[src/rtl/pix_prio_mux.sv]
module pix_prio_mux #(
  parameter int CW   = 8,
  parameter int AW   = 5,
  parameter logic [4:0] BASE = 5'h12
) (
  input  logic          clk,
  input  logic          rst_n,
  input  logic          wr_en,
  input  logic [AW-1:0] wr_addr,
  input  logic [CW-1:0] wr_data,
  input  logic [3:0]    plr_on,
  input  logic [3:0]    msl_on,
  input  logic [3:0]    pf_on,
  output logic [CW-1:0] pix_out
);
  localparam int NCOL = 9;
  localparam int BGI  = NCOL - 1;
  localparam logic [AW-1:0] PRIO_A = AW'(BASE) + AW'(NCOL);

  logic [CW-1:1] col_q [NCOL];
  logic [5:0]    prio_q;

  for (genvar i = 0; i < NCOL; i++) begin : g_col
    always_ff @(posedge clk)
      if (!rst_n) col_q[i] <= '0;
      else if (wr_en && wr_addr == AW'(BASE) + AW'(i)) col_q[i] <= wr_data[CW-1:1];
  end

  always_ff @(posedge clk)
    if (!rst_n) prio_q <= '0;
    else if (wr_en && wr_addr == PRIO_A) prio_q <= wr_data[5:0];

  wire fifth = prio_q[4];
  wire multi = prio_q[5];
  wire [3:0] nib = (prio_q[3:0] == 4'b0000) ? 4'b0001 : prio_q[3:0];

  wire [3:0] p_act  = plr_on | (fifth ? 4'b0000 : msl_on);
  wire [3:0] pf_act = {pf_on[3] | (fifth & |msl_on), pf_on[2:0]};

  // group index: 0 = P0/P1, 1 = P2/P3, 2 = PF0/PF1, 3 = PF2/PF3
  wire [3:0] grp = {|pf_act[3:2], |pf_act[1:0], |p_act[3:2], |p_act[1:0]};

  function automatic logic [3:0] front(input logic [3:0] a,
                                       input int o0, input int o1, input int o2, input int o3);
    logic [3:0] r;
    r = '0;
    if      (a[o0]) r[o0] = 1'b1;
    else if (a[o1]) r[o1] = 1'b1;
    else if (a[o2]) r[o2] = 1'b1;
    else if (a[o3]) r[o3] = 1'b1;
    return r;
  endfunction

  logic [3:0] win [4];
  assign win[0] = front(grp, 0, 1, 2, 3);
  assign win[1] = front(grp, 0, 2, 3, 1);
  assign win[2] = front(grp, 2, 3, 0, 1);
  assign win[3] = front(grp, 2, 0, 1, 3);

  logic [3:0] agree;
  always_comb begin
    agree = '0;
    for (int k = 0; k < 4; k++)
      if (nib[k]) agree = agree | win[k];
  end

  logic [CW-1:1] c_a, c_b, c_c, c_d, pick;
  always_comb begin
    if (p_act[0]) c_a = (multi && p_act[1]) ? (col_q[0] | col_q[1]) : col_q[0];
    else          c_a = col_q[1];
    if (p_act[2]) c_b = (multi && p_act[3]) ? (col_q[2] | col_q[3]) : col_q[2];
    else          c_b = col_q[3];
    c_c = pf_act[0] ? col_q[4] : col_q[5];
    c_d = pf_act[2] ? col_q[6] : col_q[7];
    unique case (agree)
      4'b0000: pick = col_q[BGI];
      4'b0001: pick = c_a;
      4'b0010: pick = c_b;
      4'b0100: pick = c_c;
      4'b1000: pick = c_d;
      default: pick = '0;
    endcase
  end

  always_ff @(posedge clk)
    if (!rst_n) pix_out <= '0;
    else        pix_out <= {pick, 1'b0};


  bg_idle_chk: assert property (@(posedge clk) disable iff (!rst_n)
    (plr_on == 4'b0 && msl_on == 4'b0 && pf_on == 4'b0) |=> pix_out == {$past(col_q[BGI]), 1'b0});


  conflict_black_chk: assert property (@(posedge clk) disable iff (!rst_n)
    (prio_q[3:0] == 4'b1010 && plr_on == 4'b0001 && msl_on == 4'b0 && pf_on == 4'b0001) |=> pix_out == '0);


  fifth_plr_chk: assert property (@(posedge clk) disable iff (!rst_n)
    (prio_q[4] && plr_on == 4'b0 && pf_on == 4'b0 && msl_on != 4'b0) |=> pix_out == {$past(col_q[7]), 1'b0});


  pair_or_chk: assert property (@(posedge clk) disable iff (!rst_n)
    (prio_q[5] && prio_q[3:0] == 4'b0001 && plr_on == 4'b0011 && msl_on == 4'b0 && pf_on == 4'b0)
      |=> pix_out == {$past(col_q[0] | col_q[1]), 1'b0});


  lsb_zero_chk: assert property (@(posedge clk) disable iff (!rst_n)
    $past(wr_en) |-> pix_out[0] == 1'b0);
endmodule

[config.mk]
export PLATFORM = sky130hd
export DESIGN_NAME = pix_prio_mux
export DESIGN_NICKNAME = d
export VERILOG_FILES = /design/src/rtl/pix_prio_mux.sv
export SDC_FILE = /design/constraint.sdc
export NUM_CORES = 1
export LEC_CHECK = 0
export BUFFER_PORTS_ARGS = -buffer_cell sky130_fd_sc_hd__clkbuf_2
export CAP_MARGIN = 5
export CORE_ASPECT_RATIO = 0.6
export CORE_MARGIN = 5
export CORE_UTILIZATION = 35
export DETAILED_ROUTE_END_ITERATION = 6
export PLACE_DENSITY_LB_ADDON = 0.08
export SKIP_LAST_GASP = 1
export SLEW_MARGIN = 20
export SYNTH_ARGS = -nofsm -noshare
export SYNTH_HDL_FRONTEND = slang
export SYNTH_SLANG_ARGS = --single-unit
[constraint.sdc]
create_clock -name clk -period 1.8 [get_ports clk]
set_clock_uncertainty 0.1 [all_clocks]
set_input_delay 0.36 -clock clk [delete_from_list [all_inputs] [get_ports clk]]
set_output_delay 0.36 -clock clk [all_outputs]
set_load 0.02 [all_outputs]
Word level (Yosys, flattened, before mapping)
Memory sizes are Yosys's and may differ from the RTL's. Index checks and enable logic that the tools add are counted.

Bits in registers: 14. Bits in writable memories: 63. Bits of input ports: 28. Output and inout bits: 8. Word-level logic and storage cells: 121. Memories kept: 1.

Memories: col_q (depth 9, width 7, read ports 9, clocked after memory_dff 0, wr ports 9, line 20) `logic [CW-1:1] col_q [NCOL];`.

Equality and inequality tests: 14. Multiplexer cells: 67. Bitwise logic cells: 17. Reductions and logical operators: 19.

Operators with widths (number): two-way mux 7 bit (15); equality test 5 bit, second input constant (10); two-way mux 1 bit (39); case mux 7 bit (5 select lines) (1); two-way mux 4 bit (6); OR 4 bit (4); OR 7 bit (2); logical AND 1 bit (12); OR 1 bit (10); zero test 4 bit (2); two-way mux 2 bit (4); OR reduction 2 bit (4); two-way mux 3 bit (2); equality test 4 x 1 -> 1 bit, second input constant (1); equality test 4 x 2 -> 1 bit, second input constant (1); equality test 4 x 3 -> 1 bit, second input constant (1); equality test 4 bit, second input constant (1); OR reduction 4 bit (1); AND 1 bit (1).

Longest topological paths before layout
Gate-level depths: netlist (run 1).

Depth in word-level cells: 17. Gate-level depth with buffers: 7. Gate-level depth less buffers: 6.

Least setup slack after synthesis (run 1)
Ideal clock, no wire load.

Kind: input to register. Start: in pf_on[2]. End: reg pix_out[1]. Setup time: 0.140 ns. Data arrival time: 1.660 ns. Required time: 1.560 ns. Path slack: -0.100 ns. Cell stages on the path: 7. Path buffers: 1. Cell sequence: buf_6 -> nor4_4 -> o211ai_1 -> a311oi_2 -> nor2_2 -> a221oi_1 -> o22ai_1.

Word-level cells in the longest chain between the ends: 14. Elaborated cells between the ends (all ways): 27. Those cells by class: eq/ne (4); mux (18); bitwise (3); reduce/logical (2).

Ends and longest elaborated chain: start, declared (line 13) `input logic [3:0] pf_on,`; OR reduction 2 bit (line 41) `wire [3:0] grp = {|pf_act[3:2], |pf_act[1:0], |p_act[3:2], |p_act[1:0]};`; two-way mux 1 bit (line 48, 49, 50); two-way mux 1 bit (line 47, 48, 49); two-way mux 2 bit (line 48) `else if (a[o1]) r[o1] = 1'b1;`; two-way mux 3 bit (line 47) `if (a[o0]) r[o0] = 1'b1;`; two-way mux 4 bit (line 64) `if (nib[k]) agree = agree | win[k];`; OR 4 bit (line 64); two-way mux 4 bit (line 64); OR 4 bit (line 64); two-way mux 4 bit (line 64); OR 4 bit (line 64); two-way mux 4 bit (line 64); equality test 4 bit, or another cell as far along (line 75) `unique case (agree)`; case mux 7 bit (5 select lines) (*) (line 75); end signal, assigned (line 87) `else pix_out <= {pick, 1'b0};`; end, declared (line 14) `output logic [CW-1:0] pix_out`.

Mark *: on every way between the ends. The rest lies on a longest branch, timed or not. A chain may end at the register's enable or synchronous reset.

Worst setup path after layout (run 1)
Start: reg prio_q[2]. End: reg pix_out[6].

Word-level cells in the longest chain between the ends: 11. Elaborated cells between the ends (all ways): 15. Those cells by class: eq/ne (4); mux (6); bitwise (3); reduce/logical (2).

Ends and longest elaborated chain: start, declared (line 21) `logic [5:0] prio_q;`; start signal, assigned (line 31) `else if (wr_en && wr_addr == PRIO_A) prio_q <= wr_data[5:0];`; zero test 4 bit (line 35) `wire [3:0] nib = (prio_q[3:0] == 4'b0000) ? 4'b0001 : prio_q[3:0];`; two-way mux 4 bit (*) (line 35); two-way mux 4 bit (line 64); OR 4 bit (line 64); two-way mux 4 bit (line 64); OR 4 bit (line 64); two-way mux 4 bit (line 64); OR 4 bit (line 64); two-way mux 4 bit (*) (line 64); equality test 4 bit, or another cell as far along (line 75); case mux 7 bit (5 select lines) (*) (line 75).

Marked as above.

==> results.py, run 1 <==
metrics = {
    "run_status": {
        "status": "complete, but fails checks",
        "failed_checks": "setup timing",
    },
    "die": {
        "fp-row-count": 28,
        "core_mm2": 0.00991,
        "dieArea_mm2": 0.0124,
        "start_util_pct": 36.1,
        "die_w_um": 140,
        "design.portCount": 36,
        "fp.dieH_um": 88.3,
    },
    "worst_setup_path": {
        "cp_slowest_stage_delay_ns": 0.39,
        "slowest_stage": "or3_4",
        "crit_chain": "or3_4 -> a311oi_4 -> nor2_4 -> a221oi_2 -> o22ai_1",
        "path_max_fanout": 8,
        "start_kind": "flop",
        "crit_type": "reg -> reg",
        "end_kind": "flop",
        "required_ns": 1.91,
        "worstPathArrival_ns": 1.92,
    },
    "layout": {
        "finalNonFillerCells": 506,
        "multi_input_area_mm2": 0.00148,
        "mostFrequentLayoutCells": "63 x and2_1, 63 x edfxtp_1, 36 x buf_4",
        "n_fill_cell": 924,
        "drive_above_1_share_pct": 31.3,
        "final-seq-area_mm2": 0.00215,
        "syn_to_final_growth_pct": 29.5,
        "nets": 394,
        "antenna_cells": 0,
    },
    "logic_synthesis": {
        "synth_edf_count": 63,
        "ys_warn_count": 0,
        "syn_area_mm2": 0.00358,
        "synthArstFlopShare_pct": 0,
        "syn-mean-instance-area_um2": 12.4,
        "synth_cell_type_count": 44,
        "ys.flop_type": "edfxtp_1",
        "yosysSeqAreaShare_pct": 60.2,
        "synthCells": 288,
        "ys_seq_elements": 76,
        "synth_nets": 316,
    },
    "sta": {
        "period_share_pct": 100,
        "maxSlewViolCount": 0,
        "layout_min_cycle_time_ns": 1.80,
        "fmax_ghz": 0.554,
        "hold_viol_final": 0,
        "finalSetupViolations": 4,
        "final.setup.worst_slack_ns": -0.00386,
        "tns_ns": -0.00886,
        "rsz0062_at_grt": "yes",
    },
    "run": {
        "maxCapViolCount": 0,
    },
    "detailed_routing": {
        "vias": 2569,
        "postRouteWirelength_um": 9810,
        "drt_pass1_iterations": 4,
        "drcViolationCount": 0,
        "routedWlPerCell_um": 19.4,
        "antenna_left": 0,
        "drtIter0Drc": 236,
        "via_per_inst": 5.08,
    },
    "placement": {
        "dp_cells": 489,
        "gp_congestion": 0.748,
        "placement.io_buffers": 34,
        "place_hpwl_um": 7140,
    },
    "clock_network": {
        "cts_sinks": 76,
        "numCtsBuffers": 9,
        "path_clk_slew_ns": 0.06,
        "cts_tree": "built",
        "clock_latency_ns": 0.33,
        "clk_path_buf_depth": 2,
        "cts_root_buf": "clkbuf_16",
        "h-tree-depth": 3,
    },
    "global_route": {
        "grt-ovfl-total": 0,
        "track_usage_pct": 17.0,
        "grt_max_degree": 16,
        "grt_pass1_vias": 2612,
        "antenna_found_initial": 0,
        "grt_pass1_wl_um": 15200,
    },
    "power_and_ir_drop": {
        "total_leakage_power_nw": 1.69,
        "powerDensity_mw_per_mm2": 950,
        "ir_drop_v": 0.000453,
    },
    "hold_path": {
        "hold_path.class": "in -> reg",
    },
}
-- layout make-up --
class,count,area share (%)
Clock buffer,13,5.62
Clock inverter,3,1.49
Inverter,2,0.162
Multi-Input combinational cell,204,31.9
Sequential cell,76,46.5
Tap cell,135,3.65
Timing Repair Buffer,73,10.6
-- worst paths after layout --
kind / startpoint / end / slack [ns] / cells past startpoint
worst max-delay path: prio_q[2] / pix_out[6] / -0.004 / 5
worst min register to register: prio_q[4] / prio_q[4] / 0.45 / 2
worst max register to register: prio_q[2] / pix_out[6] / -0.004 / 5
worst min-delay path: wr_data[0] / prio_q[0] / 0.20 / 3
-- routing by layer --
metal | global-route usage [%] | vias up | routed length [um]
li1 | - | 1240 | -
met1 | 25.6 | 1248 | 5040
met5 | 0 | - | 0
met2 | 23.5 | 70 | 3890
met3 | 5.51 | 11 | 782
met4 | 3.96 | 0 | 93
-- cells in the mapped netlist (2+ instances only) --
cell type  count  area share [%]
and2_1        63              11
edfxtp_1      63              53
nor2_1        18             1.9
o21ai_0       15             2.1
dfxtp_1       13             7.3
mux2i_1       13             3.6
nand2_1       12             1.3
a21oi_1        9             1.3
nor2b_1        8             1.4
a221oi_1       7             1.7
a22o_1         7             1.7
a22oi_1        7             1.5
o22a_1         7             1.7
o22ai_1        7             1.2
clkbuf_1       3            0.31
a21o_1         2            0.42
nand2b_1       2            0.35
nand3b_1       2            0.42
o211ai_1       2            0.42
o21a_1         2            0.42
o31ai_1        2            0.42
or3_1          2            0.35
-- repair_timing --
item | 4_1_cts | 5_1_grt
setup endpoints to repair | 7 | 7
gates cloned | 0 | 0
gates resized for setup | 14 | 8
hold buffers | 0 | 0
pin swaps | 5 | 12
buffers inserted | 0 | 1
-- through the flow --
stage / hold WS [ns] / util, % / setup slack (ns) / power (W) / instance area (um2)
after global placement: 0.422 / 42.3 / -0.293 / 0.00243 / 4190
after CTS: 0.191 / 46.3 / -0.0120 / 0.00444 / 4590
final: 0.201 / 46.7 / -0.00386 / 0.00440 / 4630
after floorplan: 0.391 / - / -0.0920 / 0.00223 / 3580
after global routing: 0.257 / 46.7 / -0.0860 / 0.00455 / 4630
after detailed placement: 0.438 / 42.3 / -0.382 / 0.00243 / 4190
-- cell families (layout without fill, tap and decap cells) --
| kind of cell | after synthesis | count (layout) | share of synthesized area [%] |
|---|---|---|---|
| simple gates | 114 | 114 | 18.6 |
| compound gates | 76 | 76 | 16.3 |
| flops | 76 | 76 | 60.2 |
| mux | 13 | 13 | 3.64 |
| buf+inv | 8 | 91 | 1.19 |
| other cells | 1 | 1 | 0.105 |
-- where the power goes --
| group | leakage, nW | switching [W] | internal (W) | total (W) |
|---|---|---|---|---|
| Clock | 0.160 | 0.000694 | 0.00129 | 0.00199 |
| Sequential | 0.708 | 0.0000335 | 0.00200 | 0.00203 |
| Combinational | 0.823 | 0.000235 | 0.000147 | 0.000382 |
-- sequential cells by signal, indices dropped and copies added, names as in the netlist --
register / count
col_q: 63
prio_q: 6
pix_out: 7
-- critical path: cells and delay by family (launching register included) --
kind            cells  cell delay, ns
compound gates      3            0.74
simple gates        2            0.52
flops               1            0.32
Note: power is estimated with default switching activity, not from simulation.
==> run 2, diff against run 1 <==
==> constraint.sdc (replaced) <==
create_clock -name clk -period 1.6 [get_ports clk]
set_clock_uncertainty 0.1 [all_clocks]
set_input_delay 0.32 -clock clk [delete_from_list [all_inputs] [get_ports clk]]
set_output_delay 0.32 -clock clk [all_outputs]
set_load 0.02 [all_outputs]
==> run 2 against run 1 <==
- the flow still finishes with violations (setup timing)
- non-clock buffer count increased by 14
- combinational power increased by 20%
- register-to-register slack got worse by 0.16 ns
- worst setup slack got worse by 0.19 ns
- cell count increased by 2.8%
- die area unchanged
- highest routed layer unchanged
==> results.py, run 2 (synthesis gave the netlist of run 1 again) <==
metrics = {
    "power_and_ir_drop": {
        "powerDensity_mw_per_mm2": 985,
        "swShare_pct": 22.7,
        "total_leakage_power_nw": 1.76,
        "clockPowerShare_pct": 41.5,
        "pwr-share-seq_pct": 48.7,
        "combPwrFrac_pct": 9.8,
        "ir_drop_v": 0.000530,
        "power_switching_w": 0.00106,
        "p_int_w": 0.00363,
    },
    "worst_setup_path": {
        "cp.depth": 8,
        "start_kind": "primary input",
        "path_delay_family": "compound AO/OA/AOI/OAI gates",
        "cp.buffers_inverters": 2,
        "r2r_cells": 5,
        "crit_path_start": "msl_on[2]",
        "worstPathArrival_ns": 1.90,
        "path_max_fanout": 8,
        "crit_type": "in -> reg",
        "cp_slowest_stage_delay_ns": 0.35,
        "end_kind": "flop",
        "r2r-start": "prio_q[1]",
        "slowest_stage": "o41ai_4",
        "required_ns": 1.70,
        "crit_chain": "buf_8 -> o41ai_4 -> o211ai_1 -> buf_4 -> a311oi_4 -> nor2_4 -> a221oi_2 -> o22ai_1",
    },
    "detailed_routing": {
        "postRouteWirelength_um": 10200,
        "vias": 2596,
        "drt_pass1_iterations": 4,
        "antenna_left": 0,
        "via_per_inst": 4.99,
        "routedWlPerCell_um": 19.5,
        "drcViolationCount": 0,
        "drtIter0Drc": 227,
    },
    "sta": {
        "timing.hold.ws_ns": 0.166,
        "hold_viol_final": 0,
        "rsz0062_at_grt": "yes",
        "period_share_pct": 112,
        "fmax_ghz": 0.556,
        "final.setup.worst_slack_ns": -0.197,
        "tns_ns": -1.20,
        "layout_min_cycle_time_ns": 1.80,
        "finalSetupViolations": 7,
        "maxSlewViolCount": 0,
    },
    "clock_network": {
        "cts_root_buf": "clkbuf_16",
        "numCtsBuffers": 9,
        "path_clk_slew_ns": 0.05,
        "clock_latency_ns": 0.33,
        "h-tree-depth": 3,
        "cts_tree": "built",
        "cts_sinks": 76,
        "clk_path_buf_depth": 2,
    },
    "die": {
        "dieArea_mm2": 0.0124,
        "fp-row-count": 28,
        "fp.dieH_um": 88.3,
        "design.portCount": 36,
        "start_util_pct": 36.1,
        "die_w_um": 140,
        "core_mm2": 0.00991,
    },
    "placement": {
        "place_hpwl_um": 7390,
        "placement.io_buffers": 34,
        "dp_cells": 497,
        "gp_congestion": 0.794,
    },
    "layout": {
        "regMostFlops": "col_q",
        "mostFrequentLayoutCells": "63 x and2_1, 63 x edfxtp_1, 50 x buf_4",
        "n_fill_cell": 894,
        "reg.largest.list": "col_q (63), pix_out (7), prio_q (6)",
        "syn_to_final_growth_pct": 33.2,
        "nets": 408,
        "antenna_cells": 0,
        "drive_above_1_share_pct": 34.5,
        "largest_reg_flops": 63,
        "finalNonFillerCells": 520,
    },
    "hold_path": {
        "hold_path.class": "in -> reg",
        "min_from": "wr_data[0]",
        "min_path_cells": 3,
    },
    "global_route": {
        "grt-ovfl-total": 0,
        "track_usage_pct": 16.9,
        "grt_pass1_wl_um": 15300,
        "antenna_found_initial": 1,
        "grt_max_degree": 18,
        "grt_pass1_vias": 2627,
    },
    "run_status": {
        "status": "complete, but fails checks",
        "failed_checks": "setup timing",
    },
    "run": {
        "maxCapViolCount": 0,
    },
}
run 2: cell count changes in the layout (fill, tap and decap cells not counted), sizes merged:
cell,delta
buf,+15
bufinv,-1
clkbuf,-1
clkinv,+1
run 2: layout make-up:
type | count | area (um2) | area share [%]
Clock buffer | 13 | 240 | 5.04
Clock inverter | 3 | 40.0 | 0.840
Inverter | 2 | 7.51 | 0.158
Multi-Input combinational cell | 204 | 1550 | 32.6
Sequential cell | 76 | 2160 | 45.2
Tap cell | 135 | 169 | 3.55
Timing Repair Buffer | 87 | 598 | 12.6
run 2: path summary, 6_finish.rpt:
path	endpoint	slack [ns]
setup / recovery	pix_out[3]	-0.20
hold / removal	prio_q[0]	0.17
setup reg to reg	pix_out[3]	-0.16
hold reg to reg	pix_out[4]	0.45
run 2: power by group through the flow:
stage / Clock (W) / Sequential [W] / Combinational [W]
final: 0.00195 / 0.00229 / 0.000458
after global routing: 0.00205 / 0.00229 / 0.000497
after CTS: 0.00197 / 0.00229 / 0.000453
after detailed placement: 0 / 0.00233 / 0.000418
after global placement: 0 / 0.00232 / 0.000417
after floorplan: 0 / 0.00233 / 0.000182
run 2: timing repair:
action | CTS | global route
pin swaps | 17 | 4
hold buffers | 0 | 0
resized for setup | 29 | 5
setup buffers | 2 | 5
setup endpoints to repair | 7 | 7
run 2: worst min-delay path, stage by stage:
cell and delay [ns]:
clkbuf_2 0.07, mux2i_1 0.06, nor2b_1 0.10
run 2: routing by layer:
| metal | up-vias | share of wire [%] | global-route usage (%) |
|---|---|---|---|
| li1 | 1265 | - | - |
| met1 | 1255 | 52 | 26.2 |
| met2 | 68 | 40 | 23.3 |
| met3 | 8 | 7.4 | 4.81 |
| met4 | 0 | 0.81 | 3.78 |
| met5 | - | 0 | 0 |
run 2: metrics by stage:
step           instance area (um2)  util [%]  total power (W)  setup slack [ns]
6_report                      4760      48.1          0.00469            -0.197
5_1_grt                       4760      48.1          0.00484            -0.228
4_1_cts                       4690      47.3          0.00471            -0.155
3_5_place_dp                  4240      42.8          0.00274            -0.496
3_3_place_gp                  4240      42.8          0.00274            -0.449
2_1_floorplan                 3600         -          0.00251            -0.252
